File: src/rtl/wb_pkg.sv
package wb_pkg;
    parameter int unsigned WB_ENTRIES = 4;
    parameter int unsigned WB_WORDS   = 4;
    parameter int unsigned WB_ADDR_W  = 16;
    parameter int unsigned WB_DATA_W  = 32;
    parameter int unsigned WB_HOLD    = 8;

    // why the head entry is (or is not) offered to memory
    typedef enum logic [1:0] {
        WHY_WAIT   = 2'd0,
        WHY_FULL   = 2'd1,
        WHY_BEHIND = 2'd2,
        WHY_AGED   = 2'd3
    } offer_why_e;
endpackage

File: src/rtl/wb_tag_match.sv
module wb_tag_match #(
    parameter int unsigned N_ENT = 4,
    parameter int unsigned BLK_W = 14
) (
    input  logic [N_ENT-1:0]            ent_live,
    input  logic [N_ENT-1:0][BLK_W-1:0] ent_blk,
    input  logic [BLK_W-1:0]            probe_blk,
    output logic [N_ENT-1:0]            hit
);
    for (genvar i = 0; i < N_ENT; i++) begin : g_cmp
        assign hit[i] = ent_live[i] && (ent_blk[i] == probe_blk);
    end
endmodule

File: src/rtl/wb_ring_pick.sv
module wb_ring_pick #(
    parameter int unsigned N_ENT  = 4,
    parameter bit          NEWEST = 1'b0,
    localparam int unsigned PTR_W = $clog2(N_ENT)
) (
    input  logic [N_ENT-1:0] hit,
    input  logic [PTR_W-1:0] head,
    output logic             found,
    output logic [PTR_W-1:0] idx
);
    if (NEWEST) begin : g_newest
        // walk from head toward tail, the last hit seen is the youngest
        always_comb begin
            logic [PTR_W-1:0] pos;
            found = 1'b0;
            idx   = '0;
            for (int k = 0; k < N_ENT; k++) begin
                pos = head + PTR_W'(k);
                if (hit[pos]) begin
                    found = 1'b1;
                    idx   = pos;
                end
            end
        end
    end else begin : g_oldest
        // walk from tail toward head, the last hit seen is the oldest
        always_comb begin
            logic [PTR_W-1:0] pos;
            found = 1'b0;
            idx   = '0;
            for (int k = N_ENT - 1; k >= 0; k--) begin
                pos = head + PTR_W'(k);
                if (hit[pos]) begin
                    found = 1'b1;
                    idx   = pos;
                end
            end
        end
    end
endmodule

File: src/rtl/wb_offer_ctl.sv
module wb_offer_ctl
    import wb_pkg::*;
#(
    parameter int unsigned N_WORDS = 4,
    parameter int unsigned HOLD    = 8,
    localparam int unsigned AGE_W  = $clog2(HOLD + 1)
) (
    input  logic               clk,
    input  logic               rst_n,
    input  logic               head_live,
    input  logic [N_WORDS-1:0] head_mask,
    input  logic               deeper,
    input  logic               head_touched,
    input  logic               pop,
    output logic               offer
);
    typedef struct packed {
        logic [AGE_W-1:0] age;
    } age_st_t;

    age_st_t    st_d, st_q;
    offer_why_e why;

    // complete, something waiting behind, or idle for HOLD cycles
    always_comb begin
        if (!head_live)                     why = WHY_WAIT;
        else if (&head_mask)                why = WHY_FULL;
        else if (deeper)                    why = WHY_BEHIND;
        else if (st_q.age == AGE_W'(HOLD))  why = WHY_AGED;
        else                                why = WHY_WAIT;
    end

    assign offer = (why != WHY_WAIT);

    always_comb begin
        st_d = st_q;
        if (pop || !head_live || head_touched)
            st_d.age = '0;
        else if (st_q.age != AGE_W'(HOLD))
            st_d.age = st_q.age + 1'b1;
    end

    always_ff @(posedge clk or negedge rst_n) begin
        if (!rst_n) st_q <= '0;
        else        st_q <= st_d;
    end
endmodule

File: src/rtl/merge_wbuf.sv
module merge_wbuf
    import wb_pkg::*;
#(
    parameter int unsigned N_ENT   = WB_ENTRIES,
    parameter int unsigned N_WORDS = WB_WORDS,
    parameter int unsigned ADDR_W  = WB_ADDR_W,
    parameter int unsigned DATA_W  = WB_DATA_W,
    parameter int unsigned HOLD    = WB_HOLD,
    localparam int unsigned OFF_W  = $clog2(N_WORDS),
    localparam int unsigned BLK_W  = ADDR_W - OFF_W,
    localparam int unsigned PTR_W  = $clog2(N_ENT),
    localparam int unsigned CNT_W  = $clog2(N_ENT + 1)
) (
    input  logic                      clk,
    input  logic                      rst_n,
    input  logic                      merge_en,
    input  logic                      wr_valid,
    output logic                      wr_ready,
    input  logic [ADDR_W-1:0]         wr_addr,
    input  logic [DATA_W-1:0]         wr_data,
    output logic                      dr_valid,
    input  logic                      dr_ready,
    output logic [BLK_W-1:0]          dr_blk,
    output logic [N_WORDS-1:0]        dr_mask,
    output logic [N_WORDS*DATA_W-1:0] dr_data,
    input  logic [ADDR_W-1:0]         rc_addr,
    output logic                      rc_hit,
    output logic [DATA_W-1:0]         rc_data
);
    // entries form a ring: opened at tail, retired at head
    typedef struct packed {
        logic                            live;
        logic [BLK_W-1:0]                blk;
        logic [N_WORDS-1:0]              mask;
        logic [N_WORDS-1:0][DATA_W-1:0]  data;
    } ent_t;

    typedef struct packed {
        ent_t [N_ENT-1:0]  ent;
        logic [PTR_W-1:0]  head;
        logic [PTR_W-1:0]  tail;
        logic [CNT_W-1:0]  cnt;
    } ring_t;

    ring_t st_d, st_q;

    logic [BLK_W-1:0]            wr_blk, rc_blk;
    logic [OFF_W-1:0]            wr_off, rc_off;
    logic [N_ENT-1:0]            e_live;
    logic [N_ENT-1:0][BLK_W-1:0] e_blk;
    logic [N_ENT-1:0]            w_hit, w_open, r_blkhit, r_wordhit;
    logic                        w_found, r_found;
    logic [PTR_W-1:0]            m_idx, r_idx;
    logic                        merge_hit, have_room, st_acc, alloc, pop;
    logic                        head_touched, deeper;
    logic [CNT_W-1:0]            cnt_now;

    assign wr_blk = wr_addr[ADDR_W-1:OFF_W];
    assign wr_off = wr_addr[OFF_W-1:0];
    assign rc_blk = rc_addr[ADDR_W-1:OFF_W];
    assign rc_off = rc_addr[OFF_W-1:0];

    always_comb begin
        for (int i = 0; i < N_ENT; i++) begin
            e_live[i] = st_q.ent[i].live;
            e_blk[i]  = st_q.ent[i].blk;
        end
    end

    // store-side block compare
    wb_tag_match #(.N_ENT(N_ENT), .BLK_W(BLK_W)) u_wmatch (
        .ent_live (e_live),
        .ent_blk  (e_blk),
        .probe_blk(wr_blk),
        .hit      (w_hit)
    );

    // the offered head is closed to merges
    always_comb begin
        for (int i = 0; i < N_ENT; i++)
            w_open[i] = w_hit[i] && !(dr_valid && (st_q.head == PTR_W'(i)));
    end

    wb_ring_pick #(.N_ENT(N_ENT), .NEWEST(1'b0)) u_wpick (
        .hit  (w_open),
        .head (st_q.head),
        .found(w_found),
        .idx  (m_idx)
    );

    // merging only when enabled
    assign merge_hit    = merge_en && w_found;
    assign have_room    = (st_q.cnt < CNT_W'(N_ENT));

    assign wr_ready     = merge_hit || have_room;
    assign st_acc       = wr_valid && wr_ready;
    assign alloc        = st_acc && !merge_hit;
    assign pop          = dr_valid && dr_ready;
    assign head_touched = st_acc && merge_hit && (m_idx == st_q.head);
    assign deeper       = (st_q.cnt > CNT_W'(1));
    assign cnt_now      = st_q.cnt;

    wb_offer_ctl #(.N_WORDS(N_WORDS), .HOLD(HOLD)) u_offer (
        .clk         (clk),
        .rst_n       (rst_n),
        .head_live   (st_q.ent[st_q.head].live),
        .head_mask   (st_q.ent[st_q.head].mask),
        .deeper      (deeper),
        .head_touched(head_touched),
        .pop         (pop),
        .offer       (dr_valid)
    );

    // drain port shows the head entry
    assign dr_blk  = st_q.ent[st_q.head].blk;
    assign dr_mask = st_q.ent[st_q.head].mask;
    assign dr_data = st_q.ent[st_q.head].data;

    // read-check side
    wb_tag_match #(.N_ENT(N_ENT), .BLK_W(BLK_W)) u_rmatch (
        .ent_live (e_live),
        .ent_blk  (e_blk),
        .probe_blk(rc_blk),
        .hit      (r_blkhit)
    );

    always_comb begin
        for (int i = 0; i < N_ENT; i++)
            r_wordhit[i] = r_blkhit[i] && st_q.ent[i].mask[rc_off];
    end

    wb_ring_pick #(.N_ENT(N_ENT), .NEWEST(1'b1)) u_rpick (
        .hit  (r_wordhit),
        .head (st_q.head),
        .found(r_found),
        .idx  (r_idx)
    );

    assign rc_hit  = r_found;
    assign rc_data = r_found ? st_q.ent[r_idx].data[rc_off] : '0;

    // next state
    always_comb begin
        ent_t nent;
        st_d = st_q;

        nent              = '0;
        nent.live         = 1'b1;
        nent.blk          = wr_blk;
        nent.mask[wr_off] = 1'b1;
        nent.data[wr_off] = wr_data;

        // a repeated word simply overwrites
        if (st_acc && merge_hit) begin
            st_d.ent[m_idx].mask[wr_off] = 1'b1;
            st_d.ent[m_idx].data[wr_off] = wr_data;
        end

        if (alloc) begin
            st_d.ent[st_q.tail] = nent;
            st_d.tail           = st_q.tail + 1'b1;
        end

        if (pop) begin
            st_d.ent[st_q.head].live = 1'b0;
            st_d.ent[st_q.head].mask = '0;
            st_d.head                = st_q.head + 1'b1;
        end

        if (alloc && !pop)
            st_d.cnt = st_q.cnt + 1'b1;
        else if (!alloc && pop)
            st_d.cnt = st_q.cnt - 1'b1;
    end

    always_ff @(posedge clk or negedge rst_n) begin
        if (!rst_n) st_q <= '0;
        else        st_q <= st_d;
    end
endmodule

File: config.mk
export PLATFORM = sky130hd
export DESIGN_NAME = merge_wbuf
export DESIGN_NICKNAME = d
export VERILOG_FILES = /design/src/rtl/wb_pkg.sv /design/src/rtl/wb_tag_match.sv /design/src/rtl/wb_ring_pick.sv /design/src/rtl/wb_offer_ctl.sv /design/src/rtl/merge_wbuf.sv
export SDC_FILE = /design/constraint.sdc
export NUM_CORES = 2
export LEC_CHECK = 0
export ABC_AREA = 1
export ABC_CLOCK_PERIOD_IN_PS = 7800
export BUFFER_PORTS_ARGS = -buffer_cell sky130_fd_sc_hd__buf_2
export CORE_ASPECT_RATIO = 0.7
export CORE_MARGIN = 2
export CORE_UTILIZATION = 43
export DETAILED_ROUTE_END_ITERATION = 10
export HOLD_SLACK_MARGIN = 0.05
export SYNTH_ARGS = -nofsm -noshare
export SYNTH_HDL_FRONTEND = slang
export SYNTH_SLANG_ARGS = --single-unit
File: constraint.sdc
create_clock -name clk -period 7.8 [get_ports clk]
set_input_delay 1.56 -clock clk [delete_from_list [all_inputs] [get_ports clk]]
set_output_delay 1.56 -clock clk [all_outputs]
set_load 0.01 [all_outputs]
==> flow_metrics.env <==
export IMPL_status="finished, final reports clean"
export IMPL_area_growth_pct=9.97
export IMPL_die_height_um=266
export IMPL_start_util_pct=43.6
export IMPL_rows=95
export IMPL_rsz0062_at_grt="no"
export IMPL_synth_distinct_cells=35
export IMPL_cp_required_ns=6.24
export IMPL_core_region_area_mm2=0.0965
export IMPL_clk_pin_slew_ns=0.06
export IMPL_root_buffer="clkbuf_16"
export IMPL_place_gp_congestion=1.04
export IMPL_setup_worst_path_end_class="primary output"
export IMPL_total_power_w=0.0215
export IMPL_syn_area_mm2=0.0421
export IMPL_holdPathStages=2
export IMPL_multiInputGateArea_mm2=0.0224
export IMPL_use_met2_pct=54.4
export IMPL_min_period_ns=6.82
export IMPL_antenna_found_initial=12
export IMPL_die_area_mm2=0.100
export IMPL_wl_per_cell_um=23.5
export IMPL_gr_usage_all_layers_pct=37.0
export IMPL_period_share_pct=87.4
export IMPL_drive_above_1_share_pct=7.26
export IMPL_grt_busiest_layer="met2"
export IMPL_hold_violations=0
export IMPL_grt_max_degree=204
export IMPL_timing_rr_end="st_q[502]"
export IMPL_grt_pass1_wl_mm=281
export IMPL_timing_fmax_mhz=147
export IMPL_reg2reg_depth=21
export IMPL_p_per_area_mw_per_mm2=463
export IMPL_routed_wl_mm=190
export IMPL_crit_top_cell="nand2_1"
export IMPL_max_stage_delay_ns=0.48
export IMPL_start_kind="input pin"
export IMPL_ant_nets=0
export IMPL_cts_sinks=599
export IMPL_r2r_start="st_q[5]"
export IMPL_grt_overflow=0
export IMPL_vias=46813
export IMPL_synth_nets=6923
export IMPL_ir_drop_mv=0.347
export IMPL_synth_avg_cell_area_um2=6.15
export IMPL_die_w_um=378
export IMPL_fin_setup_tns_ns=0
export IMPL_arrival_ns=5.26
export IMPL_cp_slowest_cell="nor2_1"
export IMPL_path_cells="buf_4, clkinv_2, nand2_1, nand3_1, nand2_1, nor2_1, nand3_1, nand2_1, nand3_1, nand2_1, inv_1, nand2_1, nand2_1, nand2_4, nand2_4, buf_12, nand2_1, nand3_1, nand3_1, nand3_1, nand2_1, nor2_1, buf_2"
export IMPL_grt_pass1_vias=43293
export IMPL_synth_cells=6840
export IMPL_dp_final_hpwl_mm=117
export IMPL_clock_skew_ns=0.0240
export IMPL_fillers=10198
export IMPL_crit_fanout=37
export IMPL_grt_use_met1_pct=52.5
export IMPL_hold_class="flip-flop to flip-flop"
export IMPL_final_seq_area_mm2=0.0150
export IMPL_design_portCount=250
export IMPL_r2r_slack_ns=2.02
export IMPL_drc=0
export IMPL_first_pass_iters=6
export IMPL_postCtsResizedCells=0
export IMPL_numCtsBuffers=71
export IMPL_drtIter0Drc=6344
export IMPL_yosysSeqAreaShare_pct=35.6
export IMPL_worst_pin_slew_ns=1.15
export IMPL_clk_path_buf_depth=3
export IMPL_synth_warnings=0
export IMPL_synth_seq_cells=599
export IMPL_dp_slack_ns=1.12
export IMPL_port_buffers=249
export IMPL_grt_use_met3_pct=7.75
export IMPL_cts_tree="yes"
export IMPL_cap_violations=0
export IMPL_via_per_inst=5.78
export IMPL_final_nets=6813
export IMPL_cts_setup_buffers=0
export IMPL_slew_headroom_pct=23.4
export IMPL_cts_hold_buf=0
export IMPL_finalSetupViolations=0
export IMPL_worstSkewPairLatency_ns=0.67
export IMPL_p_leak_nw=25.0
export IMPL_slew_violations=0
export IMPL_setup_ws_ns=0.985
export IMPL_cts_max_level=3
export IMPL_worst_setup_path_type="input pin to primary output"
metal layers:
layer	vias to the layer above	wire length, um
li1	21682	-
met4	2	8080
met5	-	11
met3	450	21600
met1	21780	80000
met2	2899	80600
cell usage after synthesis:
library cell  instances  area, um2
clkbuf_2              6       30.0
buf_1                41        154
nor3b_1               1       7.51
nand2_1            1879       7050
o22ai_2               1       12.5
nand3_1             576       2880
a21oi_1             902       4510
nand3_2               6       60.1
ha_1                 14        175
dfrtp_1             599      15000
o211ai_1              2       15.0
nor3_1               10       50.1
buf_6                 5       56.3
o21ai_1              42        210
xnor2_1               9       78.8
clkbuf_1            364       1370
buf_2               106        531
nand2_2               3       18.8
nand3_4               1       17.5
a2111o_1              1       11.3
nand4_1              62        388
inv_2                 4       15.0
o221ai_1              1       8.76
nor2_2                3       18.8
xor2_1               22        193
nand2_4               1       11.3
nand3b_1             34        255
o21ai_0             655       3280
o22ai_1               7       43.8
and3b_1               1       8.76
a21boi_0              4       30.0
inv_1               719       2700
a31oi_1              16        100
nor2_1              739       2770
buf_4                 4       30.0
kinds of logic after synthesis:
family / Yosys count / synth area share (%)
flip-flops: 599 / 35.6
XOR/XNOR: 31 / 0.645
AO/OA/AOI/OAI: 1631 / 19.5
adder cells (fa/ha/maj): 14 / 0.416
AND/OR/NAND/NOR: 3316 / 32.2
buffers and inverters: 1249 / 11.6
layout by cell type (no fill, tap or decap), types with 12 or more instances in the layout:
master,synthesis,layout
nand3b_1,34,34
buf_12,0,28
clkbuf_1,364,18
nand4_1,62,62
nand3_1,576,570
clkbuf_16,0,74
clkbuf_8,0,13
nor2_1,739,736
buf_2,106,247
o21ai_0,655,655
ha_1,14,14
nand2_1,1879,1868
dfrtp_1,599,598
o21ai_1,42,42
a21oi_1,902,902
buf_4,4,67
a31oi_1,16,16
inv_1,719,715
clkinv_2,0,12
xor2_1,22,22
through the flow:
stage	hold slack, ns	cell area, um2	instances	utilization [%]
2_1_floorplan	0.475	42100	6840	-
4_1_cts	0.519	46300	8088	47.9
6_report	0.518	46300	8096	48.0
3_3_place_gp	0.498	44000	7966	45.6
5_1_grt	0.554	46300	8095	47.9
3_5_place_dp	0.505	44000	7966	45.6
where the power goes:
part	internal [W]	switching (W)	leakage, nW
registers	0.00470	0.00128	6.93
clock network	0.00189	0.00145	1.10
logic	0.00406	0.00806	17.0
worst max-delay path by stage:
| stage | startpoint | end | slack (ns) | cells past startpoint |
|---|---|---|---|---|
| floorplan | st_q[5] | rc_data[22] | 1.96 | 22 |
| global placement | rc_addr[0] | rc_data[22] | 1.09 | 21 |
| detailed placement | rc_addr[0] | rc_data[22] | 1.12 | 23 |
| CTS | rc_addr[0] | rc_data[22] | 1.11 | 23 |
| global route | rc_addr[0] | rc_data[22] | 0.63 | 23 |
| finish | rc_addr[0] | rc_data[22] | 0.98 | 23 |
area by class of cell:
cell class,count,share of cell area (%)
timing repair buffer,343,5.00
antenna,8,0.0433
clock inverter,17,0.289
tap,1309,3.54
clock buffer,105,4.53
multi-input combinational,4992,48.3
inverter,723,5.90
sequential,599,32.4
sequential cells by signal, indices dropped and copies added, names as in the netlist, named ones only:
register and count:
st_q 532, e_live 4, u_offer.st_q 4, cnt_now 3
critical path: cells and delay by family:
family | cells | cell delay (ns)
buffers and inverters | 5 | 1.18
and+or+nand+nor | 18 | 2.49
(Power assumes the default switching activity.)
